--- src/rtl/uart_irq_pkg.sv ---
package uart_irq_pkg;
  localparam int unsigned NUM_SRC   = 4;
  localparam int unsigned CODE_W    = 4;
  localparam int unsigned IIR_W     = 8;
  // priority index: 3 = highest
  localparam int unsigned SRC_LS    = 3;
  localparam int unsigned SRC_RX    = 2;
  localparam int unsigned SRC_THRE  = 1;
  localparam int unsigned SRC_MS    = 0;
  localparam logic [CODE_W-1:0] CODE_NONE = 4'b0001;

  function automatic logic [CODE_W-1:0] src_code(input int unsigned idx);
    case (idx)
      SRC_LS:   return 4'b0110;
      SRC_RX:   return 4'b0100;
      SRC_THRE: return 4'b0010;
      default:  return 4'b0000;
    endcase
  endfunction
endpackage

--- src/rtl/irq_thre_tracker.sv ---
module irq_thre_tracker (
  input  logic clk_i,
  input  logic rst_ni,
  input  logic en_i,
  input  logic empty_i,
  input  logic wr_i,
  input  logic ack_rd_i,
  output logic pend_next_o,
  output logic ack_o
);
  logic pend_q, empty_q, en_q, arm, clr;

  assign arm = (empty_i & ~empty_q) | (en_i & ~en_q & empty_i);
  assign clr = wr_i | ack_rd_i;
  // clear wins: a write refills the register, an ack consumes the event
  assign pend_next_o = clr ? 1'b0 : (arm ? 1'b1 : pend_q);

  always_ff @(posedge clk_i or negedge rst_ni) begin
    if (!rst_ni) begin
      pend_q  <= 1'b0;
      empty_q <= 1'b1;
      en_q    <= 1'b0;
      ack_o   <= 1'b0;
    end else begin
      pend_q  <= pend_next_o;
      empty_q <= empty_i;
      en_q    <= en_i;
      ack_o   <= ack_rd_i & pend_q;
    end
  end

  assert_wr_clears_R10: assert property (@(posedge clk_i) disable iff (!rst_ni)
    wr_i |=> !pend_q);
  assert_ack_after_read_R9: assert property (@(posedge clk_i) disable iff (!rst_ni)
    ack_o |-> $past(ack_rd_i));
  assert_ack_single_R9: assert property (@(posedge clk_i) disable iff (!rst_ni)
    ack_o |=> !ack_o || $past(ack_rd_i));
endmodule

--- src/rtl/irq_prio_encoder.sv ---
module irq_prio_encoder
  import uart_irq_pkg::*;
(
  input  logic [NUM_SRC-1:0] req_i,
  output logic [NUM_SRC-1:0] gnt_o,
  output logic [CODE_W-1:0]  code_o,
  output logic               any_o
);
  always_comb begin
    gnt_o  = '0;
    code_o = CODE_NONE;
    for (int unsigned i = 0; i < NUM_SRC; i++) begin
      if (req_i[i]) begin
        gnt_o  = '0;
        gnt_o[i] = 1'b1;
        code_o = src_code(i);
      end
    end
  end

  assign any_o = |req_i;

  always_comb begin
    assert_gnt_onehot_R6: assert ($onehot0(gnt_o));
    assert_gnt_when_req_R8: assert ((gnt_o != '0) == any_o);
  end
endmodule

--- src/rtl/uart_irq_ident.sv ---
module uart_irq_ident
  import uart_irq_pkg::*;
(
  input  logic               clk_i,
  input  logic               rst_ni,
  input  logic [NUM_SRC-1:0] ier_i,
  input  logic               ls_pend_i,
  input  logic               rx_pend_i,
  input  logic               thr_empty_i,
  input  logic               ms_pend_i,
  input  logic               iir_rd_i,
  input  logic               lsr_rd_i,
  input  logic               rbr_rd_i,
  input  logic               msr_rd_i,
  input  logic               thr_wr_i,
  output logic               irq_o,
  output logic [IIR_W-1:0]   iir_o,
  output logic               thre_ack_o
);
  localparam int unsigned PAD_W = IIR_W - CODE_W;

  logic               thre_next, thre_hit, any;
  logic [NUM_SRC-1:0] req, gnt;
  logic [CODE_W-1:0]  code, code_q;

  // read only acknowledges transmit-empty when that is what was reported
  assign thre_hit = iir_rd_i && (code_q == src_code(SRC_THRE));

  irq_thre_tracker u_thre (
    .clk_i      (clk_i),
    .rst_ni     (rst_ni),
    .en_i       (ier_i[1]),
    .empty_i    (thr_empty_i),
    .wr_i       (thr_wr_i),
    .ack_rd_i   (thre_hit),
    .pend_next_o(thre_next),
    .ack_o      (thre_ack_o)
  );

  always_comb begin
    req           = '0;
    req[SRC_LS]   = ls_pend_i & ier_i[2] & ~lsr_rd_i;
    req[SRC_RX]   = rx_pend_i & ier_i[0] & ~rbr_rd_i;
    req[SRC_THRE] = thre_next & ier_i[1];
    req[SRC_MS]   = ms_pend_i & ier_i[3] & ~msr_rd_i;
  end

  irq_prio_encoder u_enc (
    .req_i (req),
    .gnt_o (gnt),
    .code_o(code),
    .any_o (any)
  );

  always_ff @(posedge clk_i or negedge rst_ni) begin
    if (!rst_ni) begin
      code_q <= CODE_NONE;
      irq_o  <= 1'b0;
    end else begin
      code_q <= code;
      irq_o  <= any;
    end
  end

  assign iir_o = {{PAD_W{1'b0}}, code_q};

  assert_irq_vs_iir_R8: assert property (@(posedge clk_i) disable iff (!rst_ni)
    irq_o == !iir_o[0]);
  assert_upper_zero_R7: assert property (@(posedge clk_i) disable iff (!rst_ni)
    iir_o[IIR_W-1:CODE_W] == '0);
  assert_masked_quiet_R7: assert property (@(posedge clk_i) disable iff (!rst_ni)
    (ier_i == '0) |=> !irq_o);
  assert_ls_top_R6: assert property (@(posedge clk_i) disable iff (!rst_ni)
    (ls_pend_i && ier_i[2] && !lsr_rd_i) |=> (iir_o == 8'h06));
  assert_lsr_rd_mask_R12: assert property (@(posedge clk_i) disable iff (!rst_ni)
    lsr_rd_i |=> (iir_o != 8'h06));
endmodule

--- config.mk ---
export PLATFORM = sky130hd
export DESIGN_NAME = uart_irq_ident
export DESIGN_NICKNAME = d
export VERILOG_FILES = /design/src/rtl/uart_irq_pkg.sv /design/src/rtl/irq_thre_tracker.sv /design/src/rtl/irq_prio_encoder.sv /design/src/rtl/uart_irq_ident.sv
export SDC_FILE = /design/constraint.sdc
export NUM_CORES = 1
export LEC_CHECK = 0
export ABC_AREA = 1
export BUFFER_PORTS_ARGS = -buffer_cell sky130_fd_sc_hd__buf_4
export CAP_MARGIN = 15
export CORE_AREA = 4 4 41 43
export DETAILED_ROUTE_END_ITERATION = 6
export DIE_AREA = 0 0 45 47
export GPL_TIMING_DRIVEN = 0
export PLACE_DENSITY = 0.57
export SYNTH_ARGS = -nofsm -noshare
export SYNTH_HDL_FRONTEND = slang
export SYNTH_SLANG_ARGS = --single-unit
--- constraint.sdc ---
create_clock -name clk_i -period 1.3 [get_ports clk_i]
set_input_delay 0.13 -clock clk_i [delete_from_list [all_inputs] [get_ports clk_i]]
set_output_delay 0.13 -clock clk_i [all_outputs]
set_load 0.01 [all_outputs]
==> flow_metrics.py, run 1 <==
metrics = {
    "clock_tree": {
        "cts_resized": 0,
        "clock_latency_ns": 0.24,
        "cts.hold.buffers_added": 1,
        "cts-root-buf": "clkbuf_4",
        "clock_path_buffers": 2,
        "clkTransAtPathRegs_ns": 0.05,
        "cts_tree": "yes",
        "htreeDepth": 1,
        "cts.sinks": 8,
        "cts_buffers": 3,
        "cts_setup_buffers": 0,
    },
    "cells_and_area": {
        "drive_above_1_share": 0.591,
        "stdcell_area_um2": 604,
        "layout.area.seq_um2": 203,
        "nFillCells": 138,
        "antennaDiodeCount": 0,
        "syn2layout_area_growth_pct": 56.8,
        "final_nets": 83,
        "finish.utilization": 0.464,
        "multi_input_area_um2": 138,
    },
    "worst_setup_path": {
        "reg2reg_from": "code_q[0]",
        "r2r_cells": 5,
        "cp_slowest_cell": "dfstp_2",
        "start_kind": "flip-flop",
        "arrival_ns": 0.90,
        "rrSetupSlack_ns": 0.28,
        "rr_endpoint": "code_q[0]",
        "path_max_fanout": 3,
        "crit_path_end_kind": "primary output",
        "cp_data_required_time_ns": 1.17,
        "worst-path-buf-inv": 1,
        "critPathTopFamily": "flip-flops",
        "slowest_delay_ns": 0.54,
        "critical_path_class": "flip-flop to primary output",
        "crit_chain": "buf_4",
    },
    "hold_path": {
        "worstHoldStart": "ier_i[1]",
        "min_path_type": "primary input to flip-flop",
        "holdPathStages": 1,
        "holdPathEnd": "u_thre.en_q",
    },
    "sta": {
        "period_needed_ns": 1.03,
        "finClkSkew_ns": 0.00111,
        "holdWs_ns": 0.0273,
        "hold_viol": 0,
        "rsz0062_at_grt": "no",
        "min_period_over_period": 0.795,
        "slew_viol_final": 0,
        "setup_tns_ns": 0,
        "max_freq_ghz": 0.968,
        "setup_viol": 0,
    },
    "routing": {
        "vias_per_cell": 3.85,
        "dr.pass1.iters": 2,
        "postRouteAntennaNets": 0,
        "wl_um": 654,
        "vias": 312,
        "routedWlPerCell_um": 8.07,
        "drc": 0,
        "drtIter0Drc": 2,
    },
    "floorplan": {
        "core_mm2": 0.00130,
        "die_y_um": 47,
        "dieWidth_um": 45,
        "io_pins": 25,
        "row_count": 13,
        "initial_core_util": 0.296,
        "die-area_mm2": 0.00212,
    },
    "pwr": {
        "power_frac_comb": 0.218,
        "ir_drop_v": 0.000329,
        "p_clk_frac": 0.303,
        "swShare": 0.236,
        "p_int_mw": 0.448,
        "power_frac_seq": 0.479,
        "p_leak_nw": 0.338,
        "p_switching_mw": 0.138,
        "powerDensity_mw_per_mm2": 970,
    },
    "logic_synthesis": {
        "seq_area_frac_synth": 0.526,
        "synth_area_leaders": "dfrtp_1 39%, dfstp_2 14%, buf_4 9.7%, nand3_2 5.2%, nand2_2 4.9%",
        "synthArstFlopShare": 1.00,
        "synth_most_common_cell": "dfrtp_1",
        "syn_avg_cell_area_um2": 10.1,
        "yosysTopAreaCell": "dfrtp_1",
        "ys_ff_latch": 8,
        "synth_common_cells": "6 x dfrtp_1, 5 x buf_4, 4 x inv_1, 4 x nand2_1, 3 x nand2_2",
        "synth_top_area_share": 0.390,
        "synth_edf_count": 0,
        "synth_cell_types": 16,
        "yosysWarnings": 0,
        "netlist_instances": 38,
        "ys.flop_type": "dfrtp_1",
        "syn-cell-area_um2": 385,
    },
    "status": {
        "status": "completed",
    },
    "placement": {
        "hpwlAfterDp_um": 582,
        "place_area_um2": 562,
        "io_buffers": 19,
        "gp_congestion": 0.732,
    },
    "global_routing": {
        "grt_start_max_net_pins": 9,
        "overflow": 0,
        "first_global_vias": 287,
        "grt_pass1_wl_um": 1060,
        "antenna_found_initial": 0,
        "grt_use_total": 0.0684,
    },
    "flow_run": {
        "maxCapViolCount": 0,
    },
}
==> cell type report <==
class                      instances  share of cell area
tap                               15              0.0311
timing repair buffer              21               0.269
sequential                         8               0.335
buffer                             5              0.0621
inverter                           6              0.0373
clock buffer                       3              0.0373
multi-input combinational         23               0.228
==> cells by family (layout without fill, tap and decap cells) <==
group / count (synthesis) / count (layout) / share of synthesized area
AOI/OAI and AO/OA: 1 / 1 / 0.0422
DFF: 8 / 8 / 0.526
buffers and inverters: 11 / 35 / 0.156
other: 1 / 5 / 0.00973
and+or+nand+nor: 17 / 17 / 0.266
==> power groups by stage <==
stage,clock [mW],combinational [mW],sequential (mW)
global route,0.207,0.141,0.283
detailed placement,0,0.124,0.285
finish,0.178,0.128,0.281
floorplan,0,0.0554,0.291
global placement,0,0.123,0.285
CTS,0.185,0.127,0.281
==> metrics by stage <==
step / instances / worst slack (ns) / total power [mW]
2_1_floorplan: 42 / 0.296 / 0.346
3_3_place_gp: 76 / 0.289 / 0.408
3_5_place_dp: 76 / 0.281 / 0.409
4_1_cts: 80 / 0.257 / 0.593
5_1_grt: 81 / 0.228 / 0.631
6_report: 81 / 0.267 / 0.586
==> registers in the layout, summed over array words and instances (netlist names) <==
name / count
u_thre.en_q: 1
u_thre.pend_q: 1
code_q: 3
u_thre.empty_q: 1
irq_o: 1
u_thre.ack_o: 1
==> cells in the final DEF, fill, tap and decap left out <==
master	n
nand3b_1	2
conb_1	5
nand3_2	2
nand2_1	4
nor2_2	2
buf_4	24
nand2_2	3
nand3_1	1
nand4_1	1
inv_1	4
nor4_1	1
clkbuf_4	3
a21oi_4	1
dfstp_2	2
dfrtp_1	6
dlygate4sd3_1	2
nor2_1	1
inv_2	2
==> how the worst max path moves through the flow <==
stage	from	end	slack (ns)	cells past startpoint
after global routing	code_q[0]	code_q[0]	0.23	5
after global placement	code_q[0]	code_q[0]	0.29	5
after detailed placement	code_q[0]	code_q[0]	0.28	5
after CTS	code_q[0]	iir_o[0]	0.26	1
after floorplan	code_q[0]	code_q[0]	0.30	5
final	code_q[0]	iir_o[0]	0.27	1
==> per-layer routing <==
layer	up-vias	global-route usage	part of all wire
met3	0	0.0230	0.19
met4	0	0.0351	0
met5	-	0	0
met2	21	0.102	0.41
li1	165	-	-
met1	126	0.0882	0.40
No activity file was read; power rests on OpenSTA's default activity.
==> run 2, diff against run 1 <==
Settings changed: PLACE_DENSITY 0.57 to 0.59.
Clock period 1.3 ns to 0.8 ns, I/O delays scaled along.
==> run 2 against run 1 <==
The run now ends with setup timing left. Critical endpoint is now code_q[0]. Critical path type is now flip-flop to flip-flop. Sequential power up 63%. Clock skew down 0.00061 ns. Count of clock-buffer cells in the layout is the same.
==> flow_metrics.py, run 2 (synthesis results as in run 1) <==
metrics = {
    "sta": {
        "min_period_over_period": 1.26,
        "worst_slack_ns": -0.206,
        "period_needed_ns": 1.01,
        "max_freq_ghz": 0.994,
        "setup_viol": 9,
        "slew_viol_final": 0,
        "hold_viol": 0,
        "finClkSkew_ns": 0.000495,
        "setup_tns_ns": -0.982,
        "rsz0062_at_grt": "yes",
    },
    "worst_setup_path": {
        "reg2reg_from": "code_q[0]",
        "cp_data_required_time_ns": 0.98,
        "path_max_fanout": 3,
        "critical_path_class": "flip-flop to flip-flop",
        "rrSetupSlack_ns": -0.21,
        "r2r_cells": 5,
        "arrival_ns": 1.18,
        "rr_endpoint": "code_q[0]",
        "start_kind": "flip-flop",
        "crit_path_end_kind": "flip-flop",
    },
    "placement": {
        "place_inst": 76,
        "gp_congestion": 0.733,
        "io_buffers": 19,
        "hpwlAfterDp_um": 600,
        "place_area_um2": 562,
    },
    "routing": {
        "vias_per_cell": 3.89,
        "wl_um": 692,
        "routedWlPerCell_um": 8.44,
        "vias": 319,
        "drc": 0,
        "dr.pass1.iters": 2,
        "drtIter0Drc": 1,
        "postRouteAntennaNets": 0,
    },
    "cells_and_area": {
        "regMostFlops": "code_q",
        "multi_input_area_um2": 138,
        "drive_above_1_share": 0.582,
        "final_nets": 84,
        "syn2layout_area_growth_pct": 62.3,
        "final_cells": 82,
        "stdcell_area_um2": 626,
        "antennaDiodeCount": 0,
        "largest_register_ffs": 3,
        "most-common-layout-cells": "21 x buf_4, 6 x dfrtp_1, 5 x conb_1",
        "layout.area.seq_um2": 203,
        "mostFrequentLayoutCell": "buf_4",
        "nFillCells": 138,
    },
    "floorplan": {
        "die-area_mm2": 0.00212,
        "io_pins": 25,
        "dieWidth_um": 45,
        "row_count": 13,
        "core_mm2": 0.00130,
        "initial_core_util": 0.296,
        "die_y_um": 47,
    },
    "clock_tree": {
        "clock_path_buffers": 2,
        "cts.sinks": 8,
        "clock_latency_ns": 0.24,
        "cts_tree": "yes",
        "htreeDepth": 1,
        "clkTransAtPathRegs_ns": 0.05,
        "cts-root-buf": "clkbuf_4",
        "cts_buffers": 3,
    },
    "global_routing": {
        "grt_start_max_net_pins": 9,
        "antenna_found_initial": 0,
        "grt_use_total": 0.0845,
        "grt_pass1_wl_um": 1260,
        "first_global_vias": 322,
        "overflow": 0,
    },
    "pwr": {
        "p_total_mw": 0.961,
        "powerDensity_mw_per_mm2": 1540,
        "p_switching_mw": 0.224,
        "swShare": 0.233,
        "ir_drop_v": 0.000636,
        "power_frac_seq": 0.477,
        "p_clk_frac": 0.295,
        "p_int_mw": 0.737,
        "p_leak_nw": 0.345,
        "power_frac_comb": 0.228,
    },
    "hold_path": {
        "holdPathStages": 3,
        "holdPathEnd": "u_thre.ack_o",
        "min_path_type": "primary input to flip-flop",
        "worstHoldStart": "iir_rd_i",
    },
    "flow_run": {
        "maxCapViolCount": 0,
    },
    "status": {
        "violations": "setup timing",
        "status": "finished with violations",
    },
}
[run 2: cell count changes in the layout (fill, tap and decap cells not counted)]
cell | previous run | this run
buf_6 | 0 | 3
buf_4 | 24 | 21
dlygate4sd3_1 | 2 | 3
[run 2: area by class of cell]
| cell class | count | area share |
|---|---|---|
| clock buffers | 3 | 0.0360 |
| well taps | 15 | 0.0300 |
| multi-input cells | 23 | 0.220 |
| plain buffers | 5 | 0.0600 |
| repair buffers | 22 | 0.294 |
| inverters | 6 | 0.0360 |
| flip-flops and latches | 8 | 0.324 |
[run 2: timing repair]
item	4_1_cts	5_1_grt
resized for setup	3	0
buffers inserted	0	0
hold endpoints to repair	10	0
hold buffers	3	0
setup endpoints to repair	10	10
pin swaps	1	0
[run 2: routing by layer]
metal  global-route usage  routed length (um)  up-vias  part of all wire
met1                0.107                 277      133              0.40
met2                0.124                 294       21              0.42
met5                    0                   0        -                 0
met4               0.0526                   0        0                 0
li1                     -                   -      165                 -
met3               0.0268                 120        0              0.17
[run 2: power by group through the flow]
| stage | clock, mW | sequential [mW] | combinational [mW] |
|---|---|---|---|
| 2_1_floorplan | 0 | 0.472 | 0.0903 |
| 3_3_place_gp | 0 | 0.463 | 0.201 |
| 3_5_place_dp | 0 | 0.464 | 0.203 |
| 4_1_cts | 0.300 | 0.459 | 0.221 |
| 5_1_grt | 0.343 | 0.464 | 0.243 |
| 6_report | 0.284 | 0.459 | 0.219 |
[run 2: through the flow]
step | hold WS, ns | worst slack, ns | util
2_1_floorplan | -0.216 | -0.178 | -
3_3_place_gp | -0.0991 | -0.187 | 0.432
3_5_place_dp | -0.101 | -0.204 | 0.432
4_1_cts | 0.0833 | -0.211 | 0.481
5_1_grt | 0.0809 | -0.259 | 0.481
6_report | 0.0898 | -0.206 | 0.481
[run 2: worst max path at each step]
stage | startpoint | endpoint | slack [ns] | depth (start not counted)
6_report | code_q[0] | code_q[0] | -0.21 | 5
5_1_grt | code_q[0] | code_q[0] | -0.26 | 5
4_1_cts | code_q[0] | code_q[0] | -0.21 | 5
3_5_place_dp | code_q[0] | code_q[0] | -0.20 | 5
3_3_place_gp | code_q[0] | code_q[0] | -0.19 | 5
2_1_floorplan | code_q[0] | code_q[0] | -0.18 | 5
[run 2: critical path, cell delays in order, from the launching register on]
cell     delay (ns)
dfstp_2        0.55
nor2_2         0.06
a21oi_4        0.15
nand3_2        0.09
nand2_2        0.07
inv_2          0.03
==> run 3, diff against run 2 <==
Settings changed: REMOVE_ABC_BUFFERS set to 1.
==> run 3 against run 2 <==
The flow still finishes with violations (setup timing). Hold slack worse by 0.0095 ns. Die area stayed put. Clock power is 4% higher. Flip-flop and latch count stayed put. Cell area is 5.4% lower. Sequential share of layout area is 1.8 points higher. Sequential power hardly changed.
==> flow_metrics.py, run 3 (synthesis results as in run 1) <==
metrics = {
    "floorplan": {
        "io_pins": 25,
        "dieWidth_um": 45,
        "row_count": 13,
        "die_y_um": 47,
        "initial_core_util": 0.296,
        "die-area_mm2": 0.00212,
        "core_mm2": 0.00130,
    },
    "clock_tree": {
        "cts-root-buf": "clkbuf_4",
        "cts.sinks": 8,
        "clkTransAtPathRegs_ns": 0.05,
        "cts_buffers": 3,
        "htreeDepth": 1,
        "clock_path_buffers": 2,
        "cts_tree": "yes",
        "clock_latency_ns": 0.24,
    },
    "status": {
        "status": "finished with violations",
        "violations": "setup timing",
    },
    "sta": {
        "hold_viol": 0,
        "max_freq_ghz": 1.01,
        "slew_viol_final": 0,
        "period_needed_ns": 0.986,
        "worst_slack_ns": -0.186,
        "rsz0062_at_grt": "yes",
        "min_period_over_period": 1.23,
        "finClkSkew_ns": 0.000771,
        "setup_viol": 9,
        "setup_tns_ns": -0.920,
    },
    "pwr": {
        "p_switching_mw": 0.230,
        "p_int_mw": 0.723,
        "p_clk_frac": 0.309,
        "powerDensity_mw_per_mm2": 1610,
        "power_frac_seq": 0.481,
        "ir_drop_v": 0.000636,
        "power_frac_comb": 0.211,
        "swShare": 0.241,
        "p_leak_nw": 0.319,
    },
    "placement": {
        "place_area_um2": 524,
        "io_buffers": 19,
        "pre_cts_ws_ns": -0.207,
        "place_inst": 71,
        "gp_congestion": 0.688,
    },
    "cells_and_area": {
        "final_nets": 79,
        "mostFrequentLayoutCell": "buf_4",
        "regMostFlops": "code_q",
        "most-common-layout-cells": "15 x buf_4, 6 x dfrtp_1, 5 x conb_1",
        "final_cells": 77,
        "stdcell_area_um2": 592,
        "largest_register_ffs": 3,
        "drive_above_1_share": 0.548,
        "antennaDiodeCount": 0,
        "syn2layout_area_growth_pct": 53.6,
    },
    "global_routing": {
        "antenna_found_initial": 0,
        "grt_pass1_wl_um": 1030,
        "grt_start_max_net_pins": 9,
        "grt_use_total": 0.0757,
        "first_global_vias": 262,
        "overflow": 0,
    },
    "worst_setup_path": {
        "start_kind": "flip-flop",
        "path_max_fanout": 3,
        "cp_data_required_time_ns": 0.98,
        "arrival_ns": 1.17,
        "crit_path_end_kind": "flip-flop",
        "critical_path_class": "flip-flop to flip-flop",
    },
    "routing": {
        "postRouteAntennaNets": 0,
        "drc": 0,
        "vias": 305,
        "wl_um": 682,
        "drtIter0Drc": 0,
        "vias_per_cell": 3.96,
        "dr.pass1.iters": 1,
        "routedWlPerCell_um": 8.86,
    },
    "hold_path": {
        "min_path_type": "primary input to flip-flop",
    },
    "flow_run": {
        "maxCapViolCount": 0,
    },
}
## run 3: critical path: stages (launching register included)
cell	delay [ns]
dfstp_2	0.54
nor2_2	0.05
a21oi_4	0.15
nand3_2	0.08
nand2_2	0.07
inv_2	0.03
## run 3: power by group through the flow
| stage | Combinational [mW] | Sequential, mW | Clock, mW |
|---|---|---|---|
| 4_1_cts | 0.205 | 0.459 | 0.306 |
| 5_1_grt | 0.225 | 0.462 | 0.339 |
| 3_5_place_dp | 0.185 | 0.462 | 0 |
| 3_3_place_gp | 0.183 | 0.462 | 0 |
| 6_report | 0.201 | 0.458 | 0.294 |
| 2_1_floorplan | 0.0719 | 0.472 | 0 |
## run 3: final timing paths
| kind | end | slack, ns | depth (start not counted) | start |
|---|---|---|---|---|
| worst min-delay path | u_thre.pend_q | 0.08 | 4 | thr_wr_i |
| max in group asynchronous | code_q[0] | 0.40 | 2 | rst_ni |
| worst min register to register | u_thre.ack_o | 0.50 | 1 | code_q[2] |
| worst max-delay path | code_q[0] | -0.19 | 5 | code_q[0] |
| min in group asynchronous | code_q[1] | 0.19 | 2 | rst_ni |
| worst max register to register | code_q[0] | -0.19 | 5 | code_q[0] |
## run 3: what timing repair did
item / in CTS / in global routing
setup buffers: 0 / 0
hold buffers: 3 / 0
hold endpoints to repair: 10 / 0
endpoints found under the setup margin: 9 / 9
pin swaps: 2 / 1
resized for setup: 4 / 0
## run 3: metal layers
| metal | global-route usage | share of wire | vias to the layer above |
|---|---|---|---|
| met2 | 0.0932 | 0.47 | 17 |
| met1 | 0.0886 | 0.41 | 130 |
| met4 | 0.0702 | 0 | 0 |
| li1 | - | - | 158 |
| met3 | 0.0460 | 0.12 | 0 |
| met5 | 0 | 0 | - |
## run 3: stage by stage
stage                     hold slack (ns)  total power [mW]  utilization
final                              0.0803             0.953        0.455
after global routing               0.0755              1.03        0.455
after CTS                          0.0639             0.970        0.455
after detailed placement          -0.0969             0.647        0.403
after global placement            -0.0975             0.645        0.403
after floorplan                    -0.216             0.544            -
## run 3: layout make-up
type | instances | area (um2)
fill | 131 | 709
multi-input combinational | 23 | 138
tap | 15 | 18.8
clock buffer | 3 | 22.5
sequential | 8 | 203
timing repair buffer | 22 | 188
inverter | 6 | 22.5
